===== config.mk =====
export PLATFORM = sky130hd
export DESIGN_NAME = cvt_phase_timer
export DESIGN_NICKNAME = d
export VERILOG_FILES = /design/src/rtl/cvt_phase_timer.sv
export SDC_FILE = /design/constraint.sdc
export NUM_CORES = 1
export LEC_CHECK = 0
export ABC_AREA = 0
export BUFFER_PORTS_ARGS = -buffer_cell sky130_fd_sc_hd__clkbuf_2
export CAP_MARGIN = 20
export CELL_PAD_IN_SITES_DETAIL_PLACEMENT = 0
export CELL_PAD_IN_SITES_GLOBAL_PLACEMENT = 1
export CORE_MARGIN = 4
export CORE_UTILIZATION = 25
export CTS_BUF_LIST = sky130_fd_sc_hd__clkbuf_2
export CTS_CLUSTER_SIZE = 14
export DETAILED_ROUTE_END_ITERATION = 7
export GPL_ROUTABILITY_DRIVEN = 0
export PLACE_DENSITY = 0.59
export SYNTH_ARGS = -nofsm -noshare
export SYNTH_HDL_FRONTEND = slang
export SYNTH_SLANG_ARGS = --single-unit

===== constraint.sdc =====
create_clock -name clk -period 3.85 [get_ports clk]
set_input_delay 0.77 -clock clk [delete_from_list [all_inputs] [get_ports clk]]
set_output_delay 0.77 -clock clk [all_outputs]
set_load 0.02 [all_outputs]

===== src/rtl/cvt_phase_timer.sv =====
`timescale 1ns/1ps
// Loadable down-counter that stops at zero.
module cvt_phase_timer #(
  parameter int CW = 8
) (
  input  logic          clk,
  input  logic          rst,
  input  logic          load,
  input  logic [CW-1:0] load_val,
  input  logic          en,
  output logic          zero
);
  logic [CW-1:0] cnt;

  always_ff @(posedge clk) begin
    if (rst)                   cnt <= '0;
    else if (load)             cnt <= load_val;
    else if (en && cnt != '0)  cnt <= cnt - 1'b1;
  end

  assign zero = (cnt == '0);
endmodule


# Word level (Yosys, flattened, before mapping)
# Cells that the tools add are included.
# word_totals
elab_cells	8
inputBits	12
regBits	8
# classes
reduce_logical	4
n_mux	2
addsub	1
# ops
operator	count
$mux W8	2
$logic_not A8 Y1	1
$reduce_bool A8 Y1	1
$sub A8 B1 Y8 const B	1
$reduce_bool A2 Y1	1
$logic_and A1 B1 Y1	1

# Depth between registers and ports, before layout
# Gate-level depths: netlist of the first run.
# logic_depth
word_depth	4
ltp_mapped	6

# Least setup slack after synthesis of the first run
# No wires, ideal clock.
# synth_timing
path_kind	register to output
from	register cnt[2]
to	output port zero
required_ns	3.080
path_stages_with_launch	3
arrival_ns	1.546
path_buffers	0
path_slack_ns	1.534
path_cell_list	dfxtp_1 > or4_4 > nor4_1
# synth_between
elab_chain_cells	1
# synth_rtl
item	line	text
from (decl)	13	logic [CW-1:0] cnt;
from (signal assigned)	17	else if (load) cnt <= load_val;
from (signal assigned)	18	else if (en && cnt != '0) cnt <= cnt - 1'b1;
$logic_not A8 Y1	21	assign zero = (cnt == '0);
to (decl)	11	output logic zero
# No other way between the ends.

# Final worst setup path of the first run
# Ends and elaborated chain as after synthesis.

==> flow_metrics.py, run 1 <==
metrics = {
    "global_route": {
        "grt_use_total_pct": 9.889,
        "first_global_vias": 434,
        "grt_pass1_wl_um": 1918,
        "grt-ovfl-total": 0,
        "grt_max_degree": 12,
        "antenna_found_initial": 0,
    },
    "sta": {
        "setup_viol": 0,
        "worst_pin_slew_ps": 489.1,
        "skew_ps": 9.774,
        "setup_tns_ps": 0,
        "fin_crit_sh_pct": 62.23,
        "finalCriticalPeriod_ps": 2396,
        "rsz0062_at_grt": "no",
        "slew_headroom_pct": 67.28,
        "hold_violations": 0,
        "drv_slew": 0,
        "max_freq_ghz": 0.4174,
        "fin_ws_ps": 1454,
    },
    "setup_path": {
        "cp.arrival_ps": 1630,
        "cp-start-kind": "register",
        "rr_startpoint": "cnt[2]",
        "rr_endpoint": "cnt[5]",
        "worstPathRequired_ps": 3080,
        "reg2reg_slack_ps": 1980,
        "path_class": "register to output port",
        "setup.worst_path.end_class": "output port",
        "rr_worst_depth": 4,
        "worstPathMaxFanout": 6,
    },
    "yosys": {
        "yosysUniqueCellTypes": 28,
        "syn-instance-count": 59,
        "avgSynthCellArea_um2": 8.737,
        "seq_area_frac_synth_pct": 31.07,
        "syn-num-nets": 73,
        "synth_seq_cells": 8,
        "syn_area_um2": 515.5,
        "synth_warnings": 0,
    },
    "floorplan": {
        "ios": 13,
        "core_um2": 1962,
        "rows": 16,
        "die_w_um": 53.41,
        "fp.dieH_um": 53.41,
        "fp.dieArea_um2": 2853,
        "initial_core_util_pct": 26.28,
    },
    "cts": {
        "cts_tree": "yes",
        "clk_pin_slew_ps": 90,
        "cts_buffers": 3,
        "clkSinkCount": 8,
        "cts_max_level": 1,
        "ctsResizeCount": 0,
        "cts_root_buffer": "clkbuf_2",
        "postCtsSetupBuffers": 0,
        "insertion_delay_ps": 240,
        "ctsHoldBuffers": 0,
        "clock_path_buffers": 2,
    },
    "power_and_ir_drop": {
        "powerDensity_nw_per_um2": 343.0,
        "p_leak_nw": 0.2375,
        "total_power_mw": 0.2116,
        "peakVddDrop_v": 0.0001411,
    },
    "detailed_routing": {
        "routed_wl_um": 1139,
        "dr.pass1.iters": 4,
        "routedWlPerCell_um": 11.51,
        "dr_total_vias": 476,
        "drc": 0,
        "vias_per_cell": 4.808,
        "dr.first_iter.drc_count": 10,
        "ant_nets": 0,
    },
    "min_path": {
        "hold_depth": 2,
        "hp-start": "cnt[5]",
        "hold_class": "register to register",
        "min_to": "cnt[5]",
    },
    "layout": {
        "regArea_um2": 160.2,
        "drive_gt1_share_pct": 31.94,
        "nets": 88,
        "antenna-diode-count": 0,
        "regMostFlops": "cnt",
        "postLayoutCellArea_um2": 616.8,
        "largest_reg_flops": 8,
        "final_cell_count_no_fill": 99,
        "mostFrequentLayoutCell": "clkbuf_2",
        "layout_common_cells": "15 x clkbuf_2, 8 x dfxtp_1, 6 x nor2_1",
        "fillers": 238,
        "multi_input_area_um2": 329.1,
        "synthToLayoutAreaGrowth_pct": 19.66,
        "reg.largest.list": "cnt: 8 flops",
    },
    "status": {
        "outcome": "complete, no violations",
    },
    "placed_design": {
        "placed_area_um2": 601.8,
        "dp_cells": 96,
        "dp.final_hpwl_um": 878.1,
        "place_ws_ps": 1721,
        "portBuffers": 12,
    },
    "job": {
        "cap_violations": 0,
    },
}
[per-stage QoR]
| stage | util (%) | hold WS [ps] |
|---|---|---|
| final | 31.44 | 514.6 |
| after global routing | 31.44 | 574.1 |
| after CTS | 31.44 | 522.0 |
| after detailed placement | 30.68 | 510.8 |
| after global placement | 30.68 | 528.3 |
| after floorplan | - | 478.5 |
[worst max-delay path by stage]
stage / start / endpoint / slack (ps) / cells after the start
after floorplan: cnt[2] / zero / 1530 / 2
after global placement: cnt[2] / zero / 1770 / 3
after detailed placement: cnt[2] / zero / 1720 / 3
after CTS: cnt[2] / zero / 1430 / 3
after global routing: cnt[2] / zero / 1350 / 3
final: cnt[2] / zero / 1450 / 3
[routing by layer]
metal / up-vias / wire length, um / track usage, %
li1: 248 / - / -
met1: 215 / 539 / 11.73
met2: 11 / 502 / 14.08
met3: 2 / 89 / 6.197
met4: 0 / 8 / 3.830
met5: - / 0 / 0
[power by group]
part / internal [mW] / switching, mW
sequential: 0.0902 / 0.00811
clock: 0.0213 / 0.0314
combinational: 0.0295 / 0.0312
[critical path, cell delays in order (launching register included)]
cell      delay [ps]
dfxtp_1          360
or4_4            590
nor4_1           210
clkbuf_2         220
[kinds of logic (layout without fill, tap and decap cells)]
kind of cell / Yosys count / in the layout / synth area share (%)
buf+inv: 7 / 20 / 5.094
mux: 1 / 1 / 1.942
simple gates: 22 / 22 / 27.18
compound gates: 16 / 16 / 24.76
xor+xnor: 3 / 3 / 5.098
fa+ha+maj: 2 / 2 / 4.854
flops: 8 / 8 / 31.07
[cell usage after synthesis]
cell / instances / share of area, %
dfxtp_1: 8 / 31
nor2_1: 6 / 4.4
a21oi_1: 5 / 4.9
inv_1: 4 / 2.9
nor3b_1: 3 / 4.4
o21ai_0: 3 / 2.9
xnor2_1: 3 / 5.1
a311oi_1: 2 / 3.4
ha_1: 2 / 4.9
nand2_1: 2 / 1.5
or3_2: 2 / 2.9
or4_1: 2 / 2.9
or4_2: 2 / 3.4
a211oi_1: 1 / 1.5
a211oi_2: 1 / 2.4
buf_1: 1 / 0.73
clkbuf_1: 1 / 0.73
clkinv_1: 1 / 0.73
mux2i_1: 1 / 1.9
nand4b_1: 1 / 1.7
nor3_1: 1 / 0.97
nor4_1: 1 / 1.2
o211ai_1: 1 / 1.5
o21a_1: 1 / 1.5
o31ai_1: 1 / 1.5
o41ai_4: 1 / 5.3
or3b_2: 1 / 1.7
or4_4: 1 / 2.2
[final cells by class]
type	count	area share [%]
Inverter	5	3.043
Timing Repair Buffer	12	9.736
Tap cell	27	5.477
Multi-Input combinational cell	44	53.35
Clock buffer	3	2.434
Sequential cell	8	25.96
Note: power is estimated with default switching activity, not from simulation.
==> run 2, diff against run 1 <==
--- a/config.mk
+++ b/config.mk
@@ -16,7 +16,7 @@
 export CTS_CLUSTER_SIZE = 14
 export DETAILED_ROUTE_END_ITERATION = 7
 export GPL_ROUTABILITY_DRIVEN = 0
-export PLACE_DENSITY = 0.59
+export PLACE_DENSITY = 0.61
 export SYNTH_ARGS = -nofsm -noshare
 export SYNTH_HDL_FRONTEND = slang
 export SYNTH_SLANG_ARGS = --single-unit
==> constraint.sdc (replaced) <==
create_clock -name clk -period 1.9 [get_ports clk]
set_input_delay 0.38 -clock clk [delete_from_list [all_inputs] [get_ports clk]]
set_output_delay 0.38 -clock clk [all_outputs]
set_load 0.02 [all_outputs]
==> run 2 against run 1 <==
  * Hold slack got worse by 120 ps
  * Combinational power grew 140%
  * Final area grew 7.7%
  * Sequential share of layout area shrank 1.7 points
  * Utilization up 2.4 points
  * Routed wire length up 1.2%
  * Critical path depth stayed put
  * Flip-flop and latch count is the same
  * Clock power rose by 100%
  * Largest power group unchanged
  * Critical endpoint unchanged
  * Via count increased by 1.7%
  * Worst setup slack lost 1400 ps
  * Global-route usage unchanged
==> flow_metrics.py, run 2 (synthesized netlist as in run 1, its figures left out) <==
metrics = {
    "status": {
        "outcome": "complete, no violations",
    },
    "layout": {
        "reg.largest.list": "cnt: 8 flops",
        "multi_input_area_um2": 350.3,
        "nets": 91,
        "antenna-diode-count": 0,
        "mostFrequentLayoutCell": "clkbuf_2",
        "synthToLayoutAreaGrowth_pct": 28.88,
        "regMostFlops": "cnt",
        "postLayoutCellArea_um2": 664.4,
        "layout_common_cells": "14 x clkbuf_2, 7 x dfxtp_1, 6 x nor2_1",
        "fillers": 220,
        "regArea_um2": 161.4,
        "drive_gt1_share_pct": 40.00,
        "largest_reg_flops": 8,
    },
    "sta": {
        "rsz0062_at_grt": "yes",
        "finalCriticalPeriod_ps": 1845,
        "worst_pin_slew_ps": 356.9,
        "hold_violations": 0,
        "max_freq_ghz": 0.5419,
        "setup_viol": 0,
        "skew_ps": 1.377,
        "drv_slew": 0,
        "slew_headroom_pct": 76.13,
        "fin_crit_sh_pct": 97.12,
    },
    "detailed_routing": {
        "drc": 0,
        "dr.first_iter.drc_count": 8,
        "dr_total_vias": 484,
        "vias_per_cell": 4.745,
        "routed_wl_um": 1153,
        "dr.pass1.iters": 4,
        "ant_nets": 0,
        "routedWlPerCell_um": 11.30,
    },
    "cts": {
        "cts_buffers": 3,
        "cts_root_buffer": "clkbuf_2",
        "postCtsSetupBuffers": 0,
        "insertion_delay_ps": 240,
        "ctsHoldBuffers": 0,
        "cts_max_level": 1,
        "clk_pin_slew_ps": 80,
        "clock_path_buffers": 2,
        "cts_tree": "yes",
        "clkSinkCount": 8,
    },
    "global_route": {
        "top_usage_layer": "met2",
        "grt_use_total_pct": 9.889,
        "grt_pass1_wl_um": 1973,
        "grt.met2_usage_pct": 14.69,
        "met3_usage_pct": 3.380,
        "gr-usage-met1_pct": 12.40,
        "grt-ovfl-total": 0,
        "grt_max_degree": 12,
        "antenna_found_initial": 0,
        "first_global_vias": 459,
    },
    "floorplan": {
        "fp.dieH_um": 53.41,
        "fp.dieArea_um2": 2853,
        "die_w_um": 53.41,
        "ios": 13,
        "rows": 16,
        "initial_core_util_pct": 26.28,
        "core_um2": 1962,
    },
    "setup_path": {
        "slowest_delay_ps": 590,
        "setup.worst_path.end_class": "output port",
        "crit_slowest_cell": "or4_4",
        "cp.arrival_ps": 1470,
        "worstPathMaxFanout": 5,
        "cp-start-kind": "register",
        "cp_cell_sequence": "or4_4 > nor4_4 > buf_4",
        "worstPathRequired_ps": 1520,
        "cp_num_buf_inv": 1,
        "path_class": "register to output port",
        "critPathTopFamily": "simple AND/OR/NAND/NOR gates",
    },
    "placed_design": {
        "placed_area_um2": 630.6,
        "dp.final_hpwl_um": 892.4,
        "portBuffers": 12,
    },
    "power_and_ir_drop": {
        "intPower_mw": 0.2980,
        "p_comb_share_pct": 32.2,
        "powerDensity_nw_per_um2": 674.3,
        "p_leak_nw": 0.2553,
        "peakVddDrop_v": 0.0003468,
        "p_sw_share_pct": 33.48,
        "pwr-share-seq_pct": 44.3,
        "p_switching_mw": 0.1500,
        "total_power_mw": 0.4480,
        "clkPwrFrac_pct": 23.5,
    },
    "min_path": {
        "hold_class": "primary input to register",
    },
    "job": {
        "cap_violations": 0,
    },
}
run 2: cell types whose count changed in the layout (fill, tap and decap cells not counted), sizes merged:
| cell | before | now |
|---|---|---|
| buf | 0 | 4 |
| clkbuf | 15 | 14 |
run 2: per-layer routing:
layer | part of all wire, % | vias to the layer above
met1 | 52 | 215
met4 | 2.2 | 0
li1 | - | 254
met3 | 5.0 | 4
met2 | 41 | 11
met5 | 0 | -
run 2: worst paths after layout:
kind | from | end | slack (ps) | cells past startpoint
worst max-delay path | cnt[5] | zero | 50 | 3
worst min-delay path | load_val[1] | cnt[1] | 390 | 3
worst max register to register | cnt[5] | cnt[0] | 110 | 5
worst min register to register | cnt[5] | cnt[5] | 540 | 2
run 2: stage by stage:
step	setup WS [ps]	instances	TNS (ps)	hold slack [ps]	utilization, %
6_report	54.80	102	0	390.0	33.86
5_1_grt	-1.561	102	-1.561	387.6	33.86
4_1_cts	-1.956	102	-1.956	387.6	33.10
3_5_place_dp	104.6	99	0	505.5	32.14
3_3_place_gp	87.28	99	0	501.1	32.14
2_1_floorplan	176.1	59	0	478.5	-
run 2: area by class of cell:
cell class | instances | area share, %
repair buffers | 15 | 12.81
clock buffers | 3 | 2.260
multi-input cells | 44 | 52.73
well taps | 27 | 5.085
inverters | 5 | 2.825
flip-flops and latches | 8 | 24.29
run 2: power groups by stage:
| stage | registers [mW] | logic [mW] | clock network, mW |
|---|---|---|---|
| after floorplan | 0.200 | 0.0963 | 0 |
| after global placement | 0.202 | 0.138 | 0 |
| after detailed placement | 0.201 | 0.137 | 0 |
| after CTS | 0.197 | 0.139 | 0.108 |
| after global routing | 0.201 | 0.163 | 0.117 |
| final | 0.198 | 0.144 | 0.105 |
run 2: what timing repair did:
| item | in CTS | in global routing |
|---|---|---|
| pin swaps | 1 | 1 |
| resized for setup | 2 | 4 |
| setup endpoints to repair | 1 | 2 |
| hold endpoints to repair | 0 | 0 |
run 2: tightest hold or removal path, stage by stage:
cell and delay, ps:
clkbuf_2 80, nand2_1 50, o211ai_1 70
==> run 3, diff against run 2 <==
--- a/config.mk
+++ b/config.mk
@@ -10,7 +10,7 @@
 export CAP_MARGIN = 20
 export CELL_PAD_IN_SITES_DETAIL_PLACEMENT = 0
 export CELL_PAD_IN_SITES_GLOBAL_PLACEMENT = 1
-export CORE_MARGIN = 4
+export CORE_MARGIN = 5
 export CORE_UTILIZATION = 25
 export CTS_BUF_LIST = sky130_fd_sc_hd__clkbuf_2
 export CTS_CLUSTER_SIZE = 14
==> constraint.sdc (replaced) <==
create_clock -name clk -period 1.9 [get_ports clk]
set_input_delay 0.38 -clock clk [delete_from_list [all_inputs] [get_ports clk]]
set_output_delay 0.38 -clock clk [all_outputs]
set_load 0.1 [all_outputs]
==> run 3 against run 2 <==
  * The run now ends with negative setup slack left
  * Worst setup slack worse by 120 ps
  * Routed wire length is 4.8% higher
  * Largest cell class unchanged
  * Clock skew is 6.4 ps higher
  * Hold slack worse by 8.4 ps
  * Critical path type unchanged
  * Clock power hardly changed
  * Clock-buffer cell count stayed put
==> flow_metrics.py, run 3 (synthesized netlist as in run 1, its figures left out) <==
metrics = {
    "setup_path": {
        "crit_end": "zero",
        "worstPathMaxFanout": 5,
        "setup.worst_path.end_class": "output port",
        "slowest_delay_ps": 590,
        "cp.arrival_ps": 1580,
        "rr_worst_depth": 3,
        "path_class": "register to output port",
        "cp_num_buf_inv": 1,
        "reg2reg_slack_ps": 120,
        "path_depth": 3,
        "crit_slowest_cell": "or4_4",
        "critPathTopFamily": "simple AND/OR/NAND/NOR gates",
        "rr_startpoint": "cnt[5]",
        "rr_endpoint": "cnt[6]",
        "crit_path_start": "cnt[5]",
        "worstPathRequired_ps": 1520,
        "cp_cell_sequence": "or4_4 > nor4_4 > buf_12",
        "cp-start-kind": "register",
    },
    "status": {
        "outcome": "finished, violations left",
        "violations": "negative setup slack",
    },
    "sta": {
        "slew_headroom_pct": 81.12,
        "setup_viol": 1,
        "drv_slew": 0,
        "worst_pin_slew_ps": 282.2,
        "fin_ws_ps": -64.35,
        "max_freq_ghz": 0.5091,
        "skew_ps": 7.772,
        "fin_crit_sh_pct": 103.4,
        "hold_violations": 0,
        "finalCriticalPeriod_ps": 1964,
        "rsz0062_at_grt": "yes",
        "holdWs_ps": 381.6,
    },
    "floorplan": {
        "ios": 13,
        "die_w_um": 55.41,
        "initial_core_util_pct": 26.28,
        "fp.dieH_um": 55.41,
        "core_um2": 1962,
        "fp.dieArea_um2": 3070,
        "rows": 16,
    },
    "job": {
        "cap_violations": 0,
    },
    "power_and_ir_drop": {
        "p_leak_nw": 0.2615,
        "total_power_mw": 0.4769,
        "peakVddDrop_v": 0.0004315,
        "powerDensity_nw_per_um2": 700.7,
    },
    "detailed_routing": {
        "ant_nets": 0,
        "routedWlPerCell_um": 11.73,
        "dr.first_iter.drc_count": 8,
        "drc": 0,
        "dr_total_vias": 483,
        "dr.pass1.iters": 4,
        "vias_per_cell": 4.689,
        "routed_wl_um": 1208,
    },
    "global_route": {
        "grt_use_total_pct": 8.833,
        "grt_max_degree": 12,
        "first_global_vias": 457,
        "antenna_found_initial": 0,
        "grt_pass1_wl_um": 2152,
        "grt-ovfl-total": 0,
    },
    "layout": {
        "nets": 92,
        "drive_gt1_share_pct": 40.79,
        "regMostFlops": "cnt",
        "utilization_pct": 34.69,
        "antenna-diode-count": 0,
        "reg.largest.list": "cnt: 8 flops",
        "synthToLayoutAreaGrowth_pct": 32.04,
        "mostFrequentLayoutCell": "clkbuf_2",
        "final_cell_count_no_fill": 103,
        "layout_common_cells": "14 x clkbuf_2, 7 x dfxtp_1, 6 x nor2_1",
        "largest_reg_flops": 8,
    },
    "placed_design": {
        "dp_cells": 100,
        "portBuffers": 12,
        "dp.final_hpwl_um": 908.7,
        "place_ws_ps": 67.70,
    },
    "cts": {
        "clk_pin_slew_ps": 90,
        "cts_tree": "yes",
        "ctsHoldBuffers": 0,
        "postCtsSetupBuffers": 0,
        "cts_max_level": 1,
        "clock_path_buffers": 2,
        "clkSinkCount": 8,
        "cts_root_buffer": "clkbuf_2",
        "insertion_delay_ps": 240,
        "cts_buffers": 3,
    },
    "min_path": {
        "hold_class": "primary input to register",
    },
}
[run 3: repair_timing]
action,4_1_cts,5_1_grt
resized for setup,1,2
pin swaps,1,1
cloned,0,0
endpoints found under the setup margin,1,2
[run 3: cell type report]
cell class	instances	area, um2
repair buffers	16	105.1
fillers	233	1281
multi-input cells	44	346.6
clock buffers	3	15.01
inverters	5	18.77
well taps	27	33.78
flip-flops and latches	8	161.4
[run 3: power breakdown]
| group | switching, mW | internal, mW |
|---|---|---|
| sequential | 0.0178 | 0.183 |
| clock | 0.0634 | 0.0431 |
| combinational | 0.0879 | 0.0818 |
[run 3: how the worst min path moves through the flow]
| stage | cells past startpoint | startpoint | to |
|---|---|---|---|
| after CTS | 3 | load_val[7] | cnt[7] |
| after floorplan | 2 | cnt[5] | cnt[5] |
| after global routing | 3 | load_val[5] | cnt[5] |
| after detailed placement | 2 | cnt[5] | cnt[5] |
| final | 3 | load_val[7] | cnt[7] |
| after global placement | 2 | cnt[5] | cnt[5] |
[run 3: stage by stage]
stage | TNS [ps] | cell area [um2]
finish | -64.35 | 680.7
global route | -158.3 | 680.7
CTS | -85.57 | 678.2
detailed placement | 0 | 661.9
global placement | 0 | 661.9
floorplan | -383.5 | 530.5
[run 3: worst min-delay path: stages]
cell,delay [ps]
clkbuf_2,80
nor2_1,70
a211oi_1,50
[run 3: layer usage]
metal	track usage, %	share of wire (%)
met2	12.16	42
met5	0	0
met1	11.70	49
met4	2.083	0
met3	5.128	8.8
